[src/rtl/burst_col_pkg.sv]
package burst_col_pkg;
    localparam int FIELD_W = 3;
    localparam int BEAT_W  = 3;

    typedef enum logic {
        ORD_SEQ = 1'b0,
        ORD_ILV = 1'b1
    } burst_order_e;
endpackage

[src/rtl/burst_lane_calc.sv]
module burst_lane_calc
    import burst_col_pkg::*;
(
    input  logic [FIELD_W-1:0] base_i,
    input  logic [BEAT_W-1:0]  idx_i,
    input  burst_order_e       order_i,
    output logic [FIELD_W-1:0] low_o
);
    always_comb begin
        if (order_i == ORD_ILV) begin
            low_o = base_i ^ idx_i;
        end else begin
            low_o = base_i + idx_i;
        end
    end
endmodule

[src/rtl/burst_col_merge.sv]
module burst_col_merge #(
    parameter int COL_W   = 10,
    parameter int FIELD_W = 3
) (
    input  logic [COL_W-1:0]   base_i,
    input  logic [FIELD_W-1:0] low_i,
    input  logic [FIELD_W-1:0] mask_i,
    output logic [COL_W-1:0]   col_o
);
    for (genvar i = 0; i < COL_W; i++) begin : g_bit
        if (i < FIELD_W) begin : g_field
            assign col_o[i] = mask_i[i] ? low_i[i] : base_i[i];
        end else begin : g_upper
            assign col_o[i] = base_i[i];
        end
    end
endmodule

[src/rtl/burst_col_gen.sv]
module burst_col_gen
    import burst_col_pkg::*;
#(
    parameter int COL_W = 10
) (
    input  logic             clk,
    input  logic             rst_n,
    input  logic             start_i,
    input  logic [COL_W-1:0] start_col_i,
    input  logic             len8_i,
    input  logic             order_ilv_i,
    output logic [COL_W-1:0] col_o,
    output logic             beat_vld_o,
    output logic             last_beat_o
);
    typedef struct packed {
        logic               active;
        logic [BEAT_W-1:0]  idx;
        logic [COL_W-1:0]   base;
        logic               len8;
        burst_order_e       order;
    } burst_state_t;

    burst_state_t st_d, st_q;

    logic [BEAT_W-1:0]  last_idx;
    logic [FIELD_W-1:0] field_mask;
    logic [FIELD_W-1:0] low_field;
    logic               at_last;

    always_comb begin
        last_idx   = st_q.len8 ? BEAT_W'(7) : BEAT_W'(3);
        field_mask = st_q.len8 ? FIELD_W'(7) : FIELD_W'(3);
        at_last    = st_q.active && (st_q.idx == last_idx);
    end

    always_comb begin
        st_d = st_q;
        if (start_i) begin
            st_d.active = 1'b1;
            st_d.idx    = '0;
            st_d.base   = start_col_i;
            st_d.len8   = len8_i;
            st_d.order  = burst_order_e'(order_ilv_i);
        end else if (st_q.active) begin
            if (at_last) begin
                st_d.active = 1'b0;
                st_d.idx    = '0;
            end else begin
                st_d.idx = st_q.idx + 1'b1;
            end
        end
    end

    always_ff @(posedge clk or negedge rst_n) begin
        if (!rst_n) begin
            st_q <= '{active: 1'b0, idx: '0, base: '0, len8: 1'b0, order: ORD_SEQ};
        end else begin
            st_q <= st_d;
        end
    end

    burst_lane_calc u_lane (
        .base_i  (st_q.base[FIELD_W-1:0]),
        .idx_i   (st_q.idx),
        .order_i (st_q.order),
        .low_o   (low_field)
    );

    burst_col_merge #(
        .COL_W   (COL_W),
        .FIELD_W (FIELD_W)
    ) u_merge (
        .base_i (st_q.base),
        .low_i  (low_field),
        .mask_i (field_mask),
        .col_o  (col_o)
    );

    assign beat_vld_o  = st_q.active;
    assign last_beat_o = at_last;
endmodule

[config.mk]
export PLATFORM = sky130hd
export DESIGN_NAME = burst_col_gen
export DESIGN_NICKNAME = d
export VERILOG_FILES = /design/src/rtl/burst_col_pkg.sv /design/src/rtl/burst_lane_calc.sv /design/src/rtl/burst_col_merge.sv /design/src/rtl/burst_col_gen.sv
export SDC_FILE = /design/constraint.sdc
export NUM_CORES = 1
export LEC_CHECK = 0
export ABC_AREA = 1
export BUFFER_PORTS_ARGS = -buffer_cell sky130_fd_sc_hd__buf_2
export CELL_PAD_IN_SITES_DETAIL_PLACEMENT = 1
export CELL_PAD_IN_SITES_GLOBAL_PLACEMENT = 1
export CORE_MARGIN = 2
export CORE_UTILIZATION = 37
export CTS_BUF_LIST = sky130_fd_sc_hd__clkbuf_8 sky130_fd_sc_hd__clkbuf_16
export DETAILED_ROUTE_END_ITERATION = 8
export PLACE_DENSITY = 0.92
export SLEW_MARGIN = 25
export SYNTH_ARGS = -nofsm -noshare
export SYNTH_HDL_FRONTEND = slang
export SYNTH_SLANG_ARGS = --single-unit
[constraint.sdc]
create_clock -name clk -period 4.5 [get_ports clk]
set_input_delay 1.35 -clock clk [delete_from_list [all_inputs] [get_ports clk]]
set_output_delay 1.35 -clock clk [all_outputs]
set_load 0.005 [all_outputs]
; ---- Word-level counts from Yosys, hierarchy flattened
; Index checks and enable logic that the tools add are counted.
[word_totals]
ff_bits = 16
inputBits = 15
output_inout_bits = 12
[classes]
add_sub_neg = 2
n_eq_ne = 1
muxes = 9
bitwise_logic = 1
n_reduce_logical = 2
[op_table]
columns = operator, n
row1 = 3-bit 2-to-1 mux, 3
row2 = 4-bit 2-to-1 mux, 2
row3 = 1-bit 2-to-1 mux, 4
row4 = "3-bit by 1-bit adder with 3-bit output, second input constant", 1
row5 = 3-bit adder, 1
row6 = 3-bit == test, 1
row7 = 3-bit bitwise XOR, 1
row8 = 2-bit nonzero test, 1
row9 = 1-bit logical AND, 1

; ---- Longest topological paths before layout
; Gate-level depths: netlist of the first run.
[logic_depth]
depth_word = 6
ltp_mapped = 8

; ---- Hierarchy
; Synthesis of the first run repeated with hierarchy kept, for this count alone.
[unflattened]
hier_cells = 122
hier_area_um2 = 890.9
[modules_own_cells]
columns = mod, instances, cells_per_inst, area_each_um2, seq_area_each_um2
row1 = burst_col_gen, 1, 80, 669.4, 400.4
row2 = burst_lane_calc, 1, 23, 123.9, 0.0
row3 = burst_col_merge, 1, 19, 97.6, 0.0

; ---- Worst setup path before layout of the first run
; No wires, ideal clock.
[synth_path]
path_type = reg-to-output
startpoint = register st_q[12] in the netlist's numbering
endpoint = output col_o[2]
t_arrival_ps = 1293
required_time_ps = 3150
slack_ps = 1857
stages_incl_launch_ff = 8
n_path_buf = 0
cell_sequence = dfrtp_1 > ha_1 > inv_1 > fa_1 > o21ai_0 > nand3_1 > nand2_1 > nand2_1
[synth_via]
elab_chain_cells = 3
[synth_lines]
columns = element, line
row1 = from (decl), burst_col_gen.sv:24  ; burst_state_t st_d, st_q;
row2 = from (signal assigned), burst_col_gen.sv:57  ; st_q <= '{active: 1'b0, idx: '0, base: '0, len8: 1'b0, order: ORD_SEQ};
row3 = from (signal assigned), burst_col_gen.sv:59  ; st_q <= st_d;
row4 = 3-bit adder, burst_lane_calc.sv:13  ; low_o = base_i + idx_i;
row5 = 3-bit 2-to-1 mux, burst_lane_calc.sv:10  ; if (order_i == ORD_ILV) begin
row6 = 1-bit 2-to-1 mux, burst_col_merge.sv:12  ; assign col_o[i] = mask_i[i] ? low_i[i] : base_i[i];
row7 = to (decl), burst_col_gen.sv:12  ; output logic [COL_W-1:0] col_o,
; Every way passes these cells.

; ---- Worst setup path after layout of the first run
; Same ends and word-level chain as after synthesis.

==> results of run 1 <==
## per-layer routing
layer  up-vias  global-route usage  part of all wire
met3         2             0.05357             0.065
li1        341                   -                 -
met4         0             0.04054            0.0074
met2        24              0.2895              0.50
met5         -                   0                 0
met1       321              0.1959              0.43
## worst max-delay path by stage
stage                  start       end  slack (ps)  depth (start not counted)
finish              st_q[12]  col_o[2]        1290                          8
global route        st_q[12]  col_o[2]        1140                          8
CTS                 st_q[12]  col_o[2]        1280                          8
detailed placement  st_q[12]  col_o[2]        1560                          8
global placement    st_q[12]  col_o[2]        1700                          8
floorplan           st_q[12]  col_o[2]        1860                          7
## kinds of logic (layout without fill, tap and decap cells)
family / count (synthesis) / in the layout
buffers and inverters: 20 / 40
and+or+nand+nor: 55 / 55
adders and majority gates: 4 / 4
AOI/OAI and AO/OA: 5 / 5
DFF: 16 / 16
## tightest hold or removal path: stages (launching register included)
cell	delay, ps
dfrtp_1	340
nand2_1	50
nand2_1	50
## placed cells by master, fill, tap and decap left out
master,count
buf_2,26
clkbuf_8,4
dfrtp_1,16
fa_1,1
ha_1,3
inv_1,8
inv_2,2
nand2_1,44
nand2_2,1
nand3_1,4
nand4_1,3
nor2_1,3
o21ai_0,5
## final cells by class
| cell class | instances | area, µm² |
|---|---|---|
| fillers | 269 | 1041 |
| inverters | 10 | 37.54 |
| multi-input cells | 64 | 304.0 |
| clock buffers | 4 | 55.05 |
| repair buffers | 26 | 130.1 |
| well taps | 27 | 33.78 |
| flip-flops and latches | 16 | 400.4 |
## power breakdown
group	switching, W	internal, W
registers	0.0000132	0.000159
clock network	0.0000503	0.0000777
logic	0.0000388	0.0000299
## sequential cells by signal, summed over array words and instances (netlist names)
register    flops
st_q           15
beat_vld_o      1
## cell usage after synthesis
cell and n:
nand2_1 44, inv_2 2, nand2_2 1, buf_4 7, nand3_1 4, nor2_1 3
buf_2 2, inv_1 8, ha_1 3, nand4_1 3, o21ai_0 5, dfrtp_1 16
fa_1 1, clkbuf_1 1
## metrics by stage
| step | hold slack (ps) | cell area (µm²) |
|---|---|---|
| 6_report | 469.9 | 960.9 |
| 2_1_floorplan | 443.1 | 808.3 |
| 3_5_place_dp | 460.9 | 905.9 |
| 3_3_place_gp | 451.4 | 905.9 |
| 4_1_cts | 478.1 | 960.9 |
| 5_1_grt | 508.2 | 960.9 |
==> impl_results.md, run 1 <==
- Status: finished clean
- Worst R2R End: st_q[14]
- WS Path Type: register to output port
- Die height: 50.74 µm
- Syn Nets: 119
- Die area: ~2600 µm²
- WP buf/inv: 2
- Estimated wirelength of the detail-placed design: 1.357 mm
- Final Max Slew Viols: 0
- ANT cells: 0
- Layout Skew: roughly 0.54 ps
- Final setup violation count: 0
- Max-Cap Viols: 0
- Clock root buffer: clkbuf_8
- Fin crit share: 0.7139
- Final Hold Vio Count: 0
- Clock transition at path regs: 60 ps
- # rows: 16
- Pin count of the biggest net entering global routing: 17
- Post-Synth Adder-Cell Area: 0.07121
- Starting Density: 0.4037
- Fmax: approximately 310 MHz
- TritonCTS buffer count: 3
- GP Congestion: 0.7720
- Synth Area in Simple Gates: 0.2740
- Non-filler cells, final: about 150
- Hold Startpoint: st_q[11]
- Total GRT Usage: 0.1657
- Pre-CTS setup slack: 1560 ps
- Leak Pwr: between 0.5 and 0.6 nW
- Setup crit end kind: output port
- Port Buf Inserts: 26
- I/O pin count: 27
- Horiz. Die Dim: 50.74 µm
- Reg2Reg Depth: 4
- Area Growth Syn to Fin: 18.89%
- Reg-to-reg setup timing slack: 3360 ps
- Post-Synthesis Cells: 100
- Clock Sinks: 16
- Crit path DAT: 1860 ps
- Avg Inst Size Synth: between 8 and 9 µm²
- DRC viols: 0
- Worst path cell trace: ha_1, inv_1, fa_1, o21ai_0, nand3_1, nand2_1, nand2_1, buf_2
- Crit-path max cell delay: 400 ps
- Routed Antenna Nets: 0
- Drt wl/cell: between 10 and 15 µm
- DR pass1 iterations: 4
- Worst Path Required: 3150 ps
- Pwr dens: roughly 380 nW/µm²
- Compound-Gate Fraction of Synth Area: 0.03096
- CTS tree: yes
- FF-to-FF Start: st_q[13]
- Area fraction of the dominant cell type after synthesis: 0.4954
- Vias in the first global route: 731
- Post-CTS Setup Inserts: 0
- DR vias: between 600 and 700
- Crit path max fanout: 4
- Synth cell types: 14
- Vias/cell: ~4.7
- RSZ-0062 raised after global routing: false
- Register bit count reported by yosys: 16
- Post-CTS sizing: 0
- Nets: 140
- Final WS setup: ~1300 ps
- Seq/Total Area, Yosys: 0.4954
- Setup tns final: 0 ps
- Tmin final: 3213 ps
- Placed cells: approximately 140
- Mapped cell area: around 810 µm²
- Number of hold buffers added after cts: 0
- First-pass GRT wire length: about 3.2 mm
- HP Class: register to register
- Max VDD drop: roughly 0.00022 V
- Slowest cell on crit path: dfrtp_1
- DRT iter0 DRCs: 4
- Total wire length: about 1.8 mm
- Fraction of synthesized cell area in xor and xnor cells: 0
- Worst Tran Pin Value: 355.8 ps
- Total Power: around 0.00037 W
- Layout cells sized above 1: 0.2750
- Clock Latency Late Sink: between 200 and 300 ps
- # H-tree levels: 1
- Largest delay share family, worst path: adder cells
- GR Overflow Total: 0
- Util after Layout: 0.4800
- Crit path top cell by count: nand2_1
- Core footprint: 2002 µm²
- WHS Endpoint: st_q[11]
- Mux contribution to synthesized area: 0
- Slew HR: 0.7628
- YS warnings: 0
- Crit start category: register
- Area leader, netlist: dfrtp_1
- Bufs on Longest Clock Path: 2
- Largest family of logic cells by synthesized area: simple AND/OR/NAND/NOR gates
- Initial antenna violation count: 0
- Hold depth: 2
- Synth top area cells: dfrtp_1 50%, nand2_1 20%, buf_4 6.5%, ha_1 4.6%, inv_1 3.7%
Power figures use the tool's default switching activity.
==> run 2: changes to the inputs <==
--- a/config.mk
+++ b/config.mk
@@ -10,10 +10,10 @@
 export CELL_PAD_IN_SITES_DETAIL_PLACEMENT = 1
 export CELL_PAD_IN_SITES_GLOBAL_PLACEMENT = 1
 export CORE_MARGIN = 2
-export CORE_UTILIZATION = 37
+export CORE_UTILIZATION = 31
 export CTS_BUF_LIST = sky130_fd_sc_hd__clkbuf_8 sky130_fd_sc_hd__clkbuf_16
 export DETAILED_ROUTE_END_ITERATION = 8
-export PLACE_DENSITY = 0.92
+export PLACE_DENSITY = 0.84
 export SLEW_MARGIN = 25
 export SYNTH_ARGS = -nofsm -noshare
 export SYNTH_HDL_FRONTEND = slang
==> constraint.sdc (replaced) <==
create_clock -name clk -period 2.9 [get_ports clk]
set_input_delay 0.87 -clock clk [delete_from_list [all_inputs] [get_ports clk]]
set_output_delay 0.87 -clock clk [all_outputs]
set_load 0.005 [all_outputs]
==> run 2 against run 1 <==
- sequential cell count is the same
- via count grew 0.15%
- sequential power grew 55%
- non-clock buffer count is the same
- global-route usage shrank 2.5 points
- wire length is the same
- total power grew 55%
- critical path type unchanged
- first-iteration DRC count grew 25%
==> impl_results.md, run 2 (synthesized netlist as in run 1, its figures left out) <==
- Status: finished clean
- Tmin final: 2651 ps
- DR vias: 689 (+0.15%)
- Comb power frac: 0.183 (-0.003)
- Total wire length: 1.766 mm (unchanged)
- # H-tree levels: 1 (unchanged)
- Layout Skew: 0.6521 ps (+0.1147 ps)
- # rows: 18 (+2)
- Area Growth Syn to Fin: 19.35%
- Starting Density: 0.3263 (-0.07749)
- Setup crit end kind: output port
- Max-Cap Viols: 0 (unchanged)
- Slew HR: 0.7591 (-0.003643)
- Clock transition at path regs: 60 ps (about the same)
- Final Max Slew Viols: 0 (unchanged)
- Hold slack: 471.7 ps (+1.821 ps)
- Hold depth: 2 (unchanged)
- Core footprint: 2477 µm² (+24%)
- Number of hold buffers added after cts: 0 (unchanged)
- RSZ-0062 raised after global routing: false
- Post-CTS sizing: 0 (unchanged)
- HP Class: register to register
- Commonest non-fill, non-tap cell in the layout: nand2_1
- DRT iter0 DRCs: 5 (+1)
- Nets: 140 (unchanged)
- Initial antenna violation count: 0 (unchanged)
- Hold Startpoint: st_q[8]
- TritonCTS buffer count: 3 (unchanged)
- Pwr dens: 590.9 nW/µm² (+54%)
- Sw frac: 0.2751 (-0.002234)
- ANT cells: 0 (unchanged)
- WS Path Type: register to output port
- Fmax: 377.2 MHz
- Clock root buffer: clkbuf_8
- Horiz. Die Dim: 55.06 µm (+8.5%)
- Commonest cells after routing, fill and taps aside: 44 x nand2_1, 26 x buf_2, 16 x dfrtp_1
- Drt wl/cell: 11.77 µm (-2.0%)
- First-pass GRT wire length: 2.973 mm (-6.9%)
- WHS Endpoint: st_q[8]
- Psw: 0.0001568 W (+53%)
- Max reg flops: 15 (unchanged)
- Pin count of the biggest net entering global routing: 17 (unchanged)
- Power share of the sequential group: 0.467 (about the same)
- Clock power share: 0.349 (+0.002)
- DR pass1 iterations: 3 (-1)
- Estimated wirelength of the detail-placed design: 1.384 mm (+2.0%)
- Leak Pwr: 0.5567 nW (unchanged)
- GP Congestion: 0.8158 (+5.7%)
- GR Overflow Total: 0 (unchanged)
- Final setup violation count: 0 (unchanged)
- DRC viols: 0 (unchanged)
- Clock Latency Late Sink: 250 ps (about the same)
- Crit path DAT: 1780 ps (-80 ps)
- Reg2Reg Depth: 4 (unchanged)
- Total GRT Usage: 0.1404 (-0.02529)
- Vias in the first global route: 731 (unchanged)
- Worst Path Required: 2030 ps (-1120 ps)
- Post-CTS Setup Inserts: 0 (unchanged)
- Bufs on Longest Clock Path: 2 (unchanged)
- Worst R2R End: st_q[14]
- Setup tns final: 0 ps (unchanged)
- Port Buf Inserts: 26 (unchanged)
- Max VDD drop: 0.0003051 V (+40%)
- Internal power: 0.0004132 W (+55%)
- Crit start category: register
- Fin crit share: 0.9141
- I/O pin count: 27 (unchanged)
- Vias/cell: 4.593 (-1.9%)
- Largest register by flop count: st_q
- Layout cells sized above 1: 0.2750 (unchanged)
- Reg-to-reg setup timing slack: 1790 ps (-1570 ps)
- Crit path max fanout: 4 (unchanged)
- Final Hold Vio Count: 0 (unchanged)
- CTS tree: yes
- Die area: 3032 µm² (+18%)
- Die height: 55.06 µm (+8.5%)
- Routed Antenna Nets: 0 (unchanged)
- FF-to-FF Start: st_q[13]
- Worst Tran Pin Value: 361.3 ps (+5.463 ps)
- Clock Sinks: 16 (unchanged)
==> run 2: cell counts in the layout (fill, tap and decap cells not counted) <==
No cell type changed its count.
==> run 2: worst max path at each step <==
stage	start	endpoint	slack, ps
floorplan	st_q[12]	col_o[2]	740
global placement	st_q[12]	col_o[2]	580
detailed placement	st_q[12]	col_o[2]	510
CTS	st_q[12]	col_o[2]	240
global route	st_q[12]	col_o[2]	70
finish	st_q[12]	col_o[2]	250
==> run 2: critical path, stage by stage (launching register included) <==
cell and delay [ps]:
dfrtp_1 400, ha_1 160, inv_1 40, fa_1 380
o21ai_0 220, nand3_1 100, nand2_1 70, nand2_1 40
buf_2 120
==> run 2: cell type report <==
| class | instances | area (µm²) |
|---|---|---|
| clock buffers | 4 | 55.05 |
| well taps | 30 | 37.54 |
| flip-flops and latches | 16 | 400.4 |
| repair buffers | 26 | 130.1 |
| inverters | 10 | 37.54 |
| fillers | 320 | 1513 |
| multi-input cells | 64 | 304.0 |
==> run 2: metal layers <==
| metal | up-vias | share of wire | track usage |
|---|---|---|---|
| li1 | 339 | - | - |
| met1 | 323 | 0.44 | 0.1527 |
| met2 | 25 | 0.49 | 0.2579 |
| met3 | 2 | 0.071 | 0.04839 |
| met4 | 0 | 0.0068 | 0.03659 |
| met5 | - | 0 | 0 |
==> run 2: power groups by stage <==
stage               registers, W  logic [W]  clock network [W]
floorplan               0.000265  0.0000729                  0
global placement        0.000269   0.000102                  0
detailed placement      0.000271   0.000107                  0
CTS                     0.000267   0.000108           0.000203
global route            0.000270   0.000126           0.000220
finish                  0.000266   0.000105           0.000199
==> run 2: through the flow <==
stage	power [W]	cell area [µm²]	worst slack (ps)	util	cells
floorplan	0.0003380	808.3	737.3	-	100
global placement	0.0003706	909.6	579.2	0.3672	146
detailed placement	0.0003785	909.6	512.0	0.3672	146
CTS	0.0005786	964.7	236.5	0.3894	150
global route	0.0006159	964.7	66.92	0.3894	150
finish	0.0005701	964.7	249.2	0.3894	150
==> run 3: changes to the inputs <==
--- a/config.mk
+++ b/config.mk
@@ -9,7 +9,7 @@
 export BUFFER_PORTS_ARGS = -buffer_cell sky130_fd_sc_hd__buf_2
 export CELL_PAD_IN_SITES_DETAIL_PLACEMENT = 1
 export CELL_PAD_IN_SITES_GLOBAL_PLACEMENT = 1
-export CORE_MARGIN = 2
+export CORE_MARGIN = 3
 export CORE_UTILIZATION = 31
 export CTS_BUF_LIST = sky130_fd_sc_hd__clkbuf_8 sky130_fd_sc_hd__clkbuf_16
 export DETAILED_ROUTE_END_ITERATION = 8
@@ -17,4 +17,5 @@
 export SLEW_MARGIN = 25
 export SYNTH_ARGS = -nofsm -noshare
 export SYNTH_HDL_FRONTEND = slang
+export SYNTH_HIERARCHICAL = 1
 export SYNTH_SLANG_ARGS = --single-unit
==> run 3 against run 2 <==
- combinational power is 9.5% higher
- hold slack better by 2.3 ps
- final cell count is 16% higher
- setup slack better by 61 ps
- clock power is 21% lower
- synthesized area is 10% higher
- sequential power is 2% higher
- via count is 12% higher
- first-iteration DRC count is 20% higher
- wire length is 14% higher
- sequential share of layout area is 2.9 points lower
- critical path type unchanged
- largest cell class unchanged
==> impl_results.md, run 3 <==
- Status: finished clean
- Final setup violation count: 0 (unchanged)
- Vias in the first global route: 813 (+11%)
- Synth Flop Type: dfrtp_1
- DR pass1 iterations: 5 (+2)
- DRT iter0 DRCs: 6 (+1)
- Area leader, netlist: dfrtp_1
- Hold Startpoint: st_q[10]
- Setup tns final: 0 ps (unchanged)
- HP Class: register to register
- EDFF count, synth: 0 (unchanged)
- Mapped cell area: 890.9 µm² (+10%)
- Nets: 165 (+18%)
- Routed Antenna Nets: 0 (unchanged)
- WHS Endpoint: st_q[10]
- Core footprint: 2613 µm² (+5.5%)
- Post-CTS sizing: 0 (unchanged)
- DP Area: 994.7 µm² (+9.4%)
- Post-CTS Setup Inserts: 0 (unchanged)
- Commonest non-fill, non-tap cell in the layout: nand2_1
- Estimated wirelength of the detail-placed design: 1.608 mm (+16%)
- Util after Layout: 0.3966 (+0.007158)
- Commonest cells after routing, fill and taps aside: 61 x nand2_1, 26 x buf_2, 16 x inv_1, 16 x dfrtp_1, 5 x nor2_1
- Leak Pwr: 0.6507 nW (+17%)
- Worst Path Required: 2030 ps (about the same)
- Crit start category: register
- GP Congestion: 0.7864 (-3.6%)
- Initial antenna violation count: 0 (unchanged)
- Max-Cap Viols: 0 (unchanged)
- Horiz. Die Dim: 59.61 µm (+8.3%)
- # H-tree levels: 1 (unchanged)
- Max reg flops: 15 (unchanged)
- Clock Latency Late Sink: 240 ps (about the same)
- Register bit count reported by yosys: 16 (unchanged)
- Avg Inst Size Synth: 7.302 µm² (-9.7%)
- Pin count of the biggest net entering global routing: 17 (unchanged)
- Bufs on Longest Clock Path: 2 (unchanged)
- Seq/Total Area, Yosys: 0.4494 (-0.04592)
- DR vias: 770 (+12%)
- Post-Synthesis Cells: 122 (+22%)
- Vias/cell: 4.425 (-3.7%)
- Most frequent cell after synthesis: nand2_1
- Reg-to-reg setup timing slack: 1790 ps (about the same)
- Reg2Reg Depth: 6 (+2)
- Total wire length: 2.005 mm (+14%)
- Die height: 59.61 µm (+8.3%)
- Pwr dens: 525.1 nW/µm² (-11%)
- Synth top area cells: dfrtp_1 45%, nand2_1 26%, buf_4 6.7%, inv_1 6.7%, ha_1 4.2%
- Crit path max fanout: 4 (unchanged)
- TritonCTS buffer count: 3 (unchanged)
- Fin crit share: 0.8932 (-0.02087)
- Largest register by flop count: st_q
- Layout cells sized above 1: 0.2083 (-0.06667)
- Port Buf Inserts: 26 (unchanged)
- ANT cells: 0 (unchanged)
- CTS tree: yes
- Pre-CTS setup slack: 549.2 ps (+37.17 ps)
- Fmax: 386.1 MHz (+2.3%)
- Die area: 3553 µm² (+17%)
- I/O pin count: 27 (unchanged)
- Starting Density: 0.3410 (+0.01473)
- Clock transition at path regs: 60 ps (about the same)
- Max VDD drop: 0.0002443 V (-20%)
- Total GRT Usage: 0.1262 (-0.01419)
- FF-to-FF Start: st_q[12]
- Worst R2R End: st_q[14]
- Top cells by count, synth: 61 x nand2_1, 16 x dfrtp_1, 16 x inv_1
- Area Growth Syn to Fin: 16.29%
- Final Max Slew Viols: 0 (unchanged)
- Number of hold buffers added after cts: 0 (unchanged)
- Drt wl/cell: 11.52 µm (-2.1%)
- First-pass GRT wire length: 3.422 mm (+15%)
- Hold depth: 2 (unchanged)
- Layout Skew: 5.475 ps (+4.823 ps)
- Final Hold Vio Count: 0 (unchanged)
- WS Path Type: register to output port
- Tmin final: 2590 ps (-60.51 ps)
- RSZ-0062 raised after global routing: false
- Crit path DAT: 1720 ps (-60 ps)
- Area fraction of the dominant cell type after synthesis: 0.4494 (-0.04592)
- Clock root buffer: clkbuf_8
- DRC viols: 0 (unchanged)
- Hold slack: 473.9 ps (+2.252 ps)
- Setup crit end kind: output port
- Fin area: 1036 µm² (+7.4%)
- Final WS setup: 309.7 ps (+60.51 ps)
- GR Overflow Total: 0 (unchanged)
- # rows: 18 (unchanged)
- YS warnings: 6 (+6)
- Clock Sinks: 16 (unchanged)
- Synth cell types: 14 (unchanged)
- Share of flip-flops with an asynchronous set or reset: 1.000 (unchanged)
-- run 3: cell count changes after synthesis, moves of 2 or more --
cell     delta
o21ai_0     -3
nand2_1    +17
inv_1       +8
nor2_1      +2
buf_2       -2
-- run 3: critical path, cell delays in order, from the launching register on --
cell and delay, ps:
dfrtp_1 390, ha_1 160, inv_1 50, fa_1 380, nor2_1 100, nand3_1 90, nand2_1 70, inv_1 30
nand2_1 40, nand2_1 40, buf_2 110
-- run 3: area by class of cell --
class / instances / area [µm²]
fillers: 346 / 1577
flip-flops and latches: 16 / 400.4
multi-input cells: 82 / 362.8
repair buffers: 26 / 130.1
inverters: 17 / 63.81
clock buffers: 3 / 41.29
well taps: 30 / 37.54
-- run 3: cells by family (layout without fill, tap and decap cells) --
| family | after synthesis | after routing | share of synthesized area |
|---|---|---|---|
| AOI/OAI and AO/OA | 2 | 2 | 0.01124 |
| buffers and inverters | 27 | 46 | 0.1559 |
| other | 1 | 4 | 0.004209 |
| and+or+nand+nor | 72 | 72 | 0.3146 |
| DFF | 16 | 16 | 0.4494 |
| adders and majority gates | 4 | 4 | 0.06461 |
-- run 3: routing by layer --
layer  track usage  up-vias  wire length (µm)
li1              -      391                 -
met1        0.1529      357               858
met2        0.2293       20              1046
met3       0.02179        2                79
met4       0.03165        0                21
met5             0        -                 0
-- run 3: power breakdown --
part / switching [W] / internal, W
Clock: 0.0000666 / 0.0000917
Sequential: 0.0000248 / 0.000246
Combinational: 0.0000639 / 0.0000508
Total: 0.000155 / 0.000389
-- run 3: through the flow --
stage | power, W | std cells
2_1_floorplan | 0.0003527 | 125
3_3_place_gp | 0.0003808 | 171
3_5_place_dp | 0.0003939 | 171
4_1_cts | 0.0005566 | 174
5_1_grt | 0.0005928 | 174
6_report | 0.0005440 | 174
-- run 3: how the worst max path moves through the flow --
stage	startpoint	end	slack, ps	cells past startpoint
global route	st_q[12]	col_o[2]	140	11
finish	st_q[12]	col_o[2]	310	10
global placement	st_q[2]	col_o[1]	610	7
CTS	st_q[12]	col_o[2]	280	10
floorplan	st_q[12]	col_o[1]	740	6
detailed placement	st_q[12]	col_o[2]	550	10
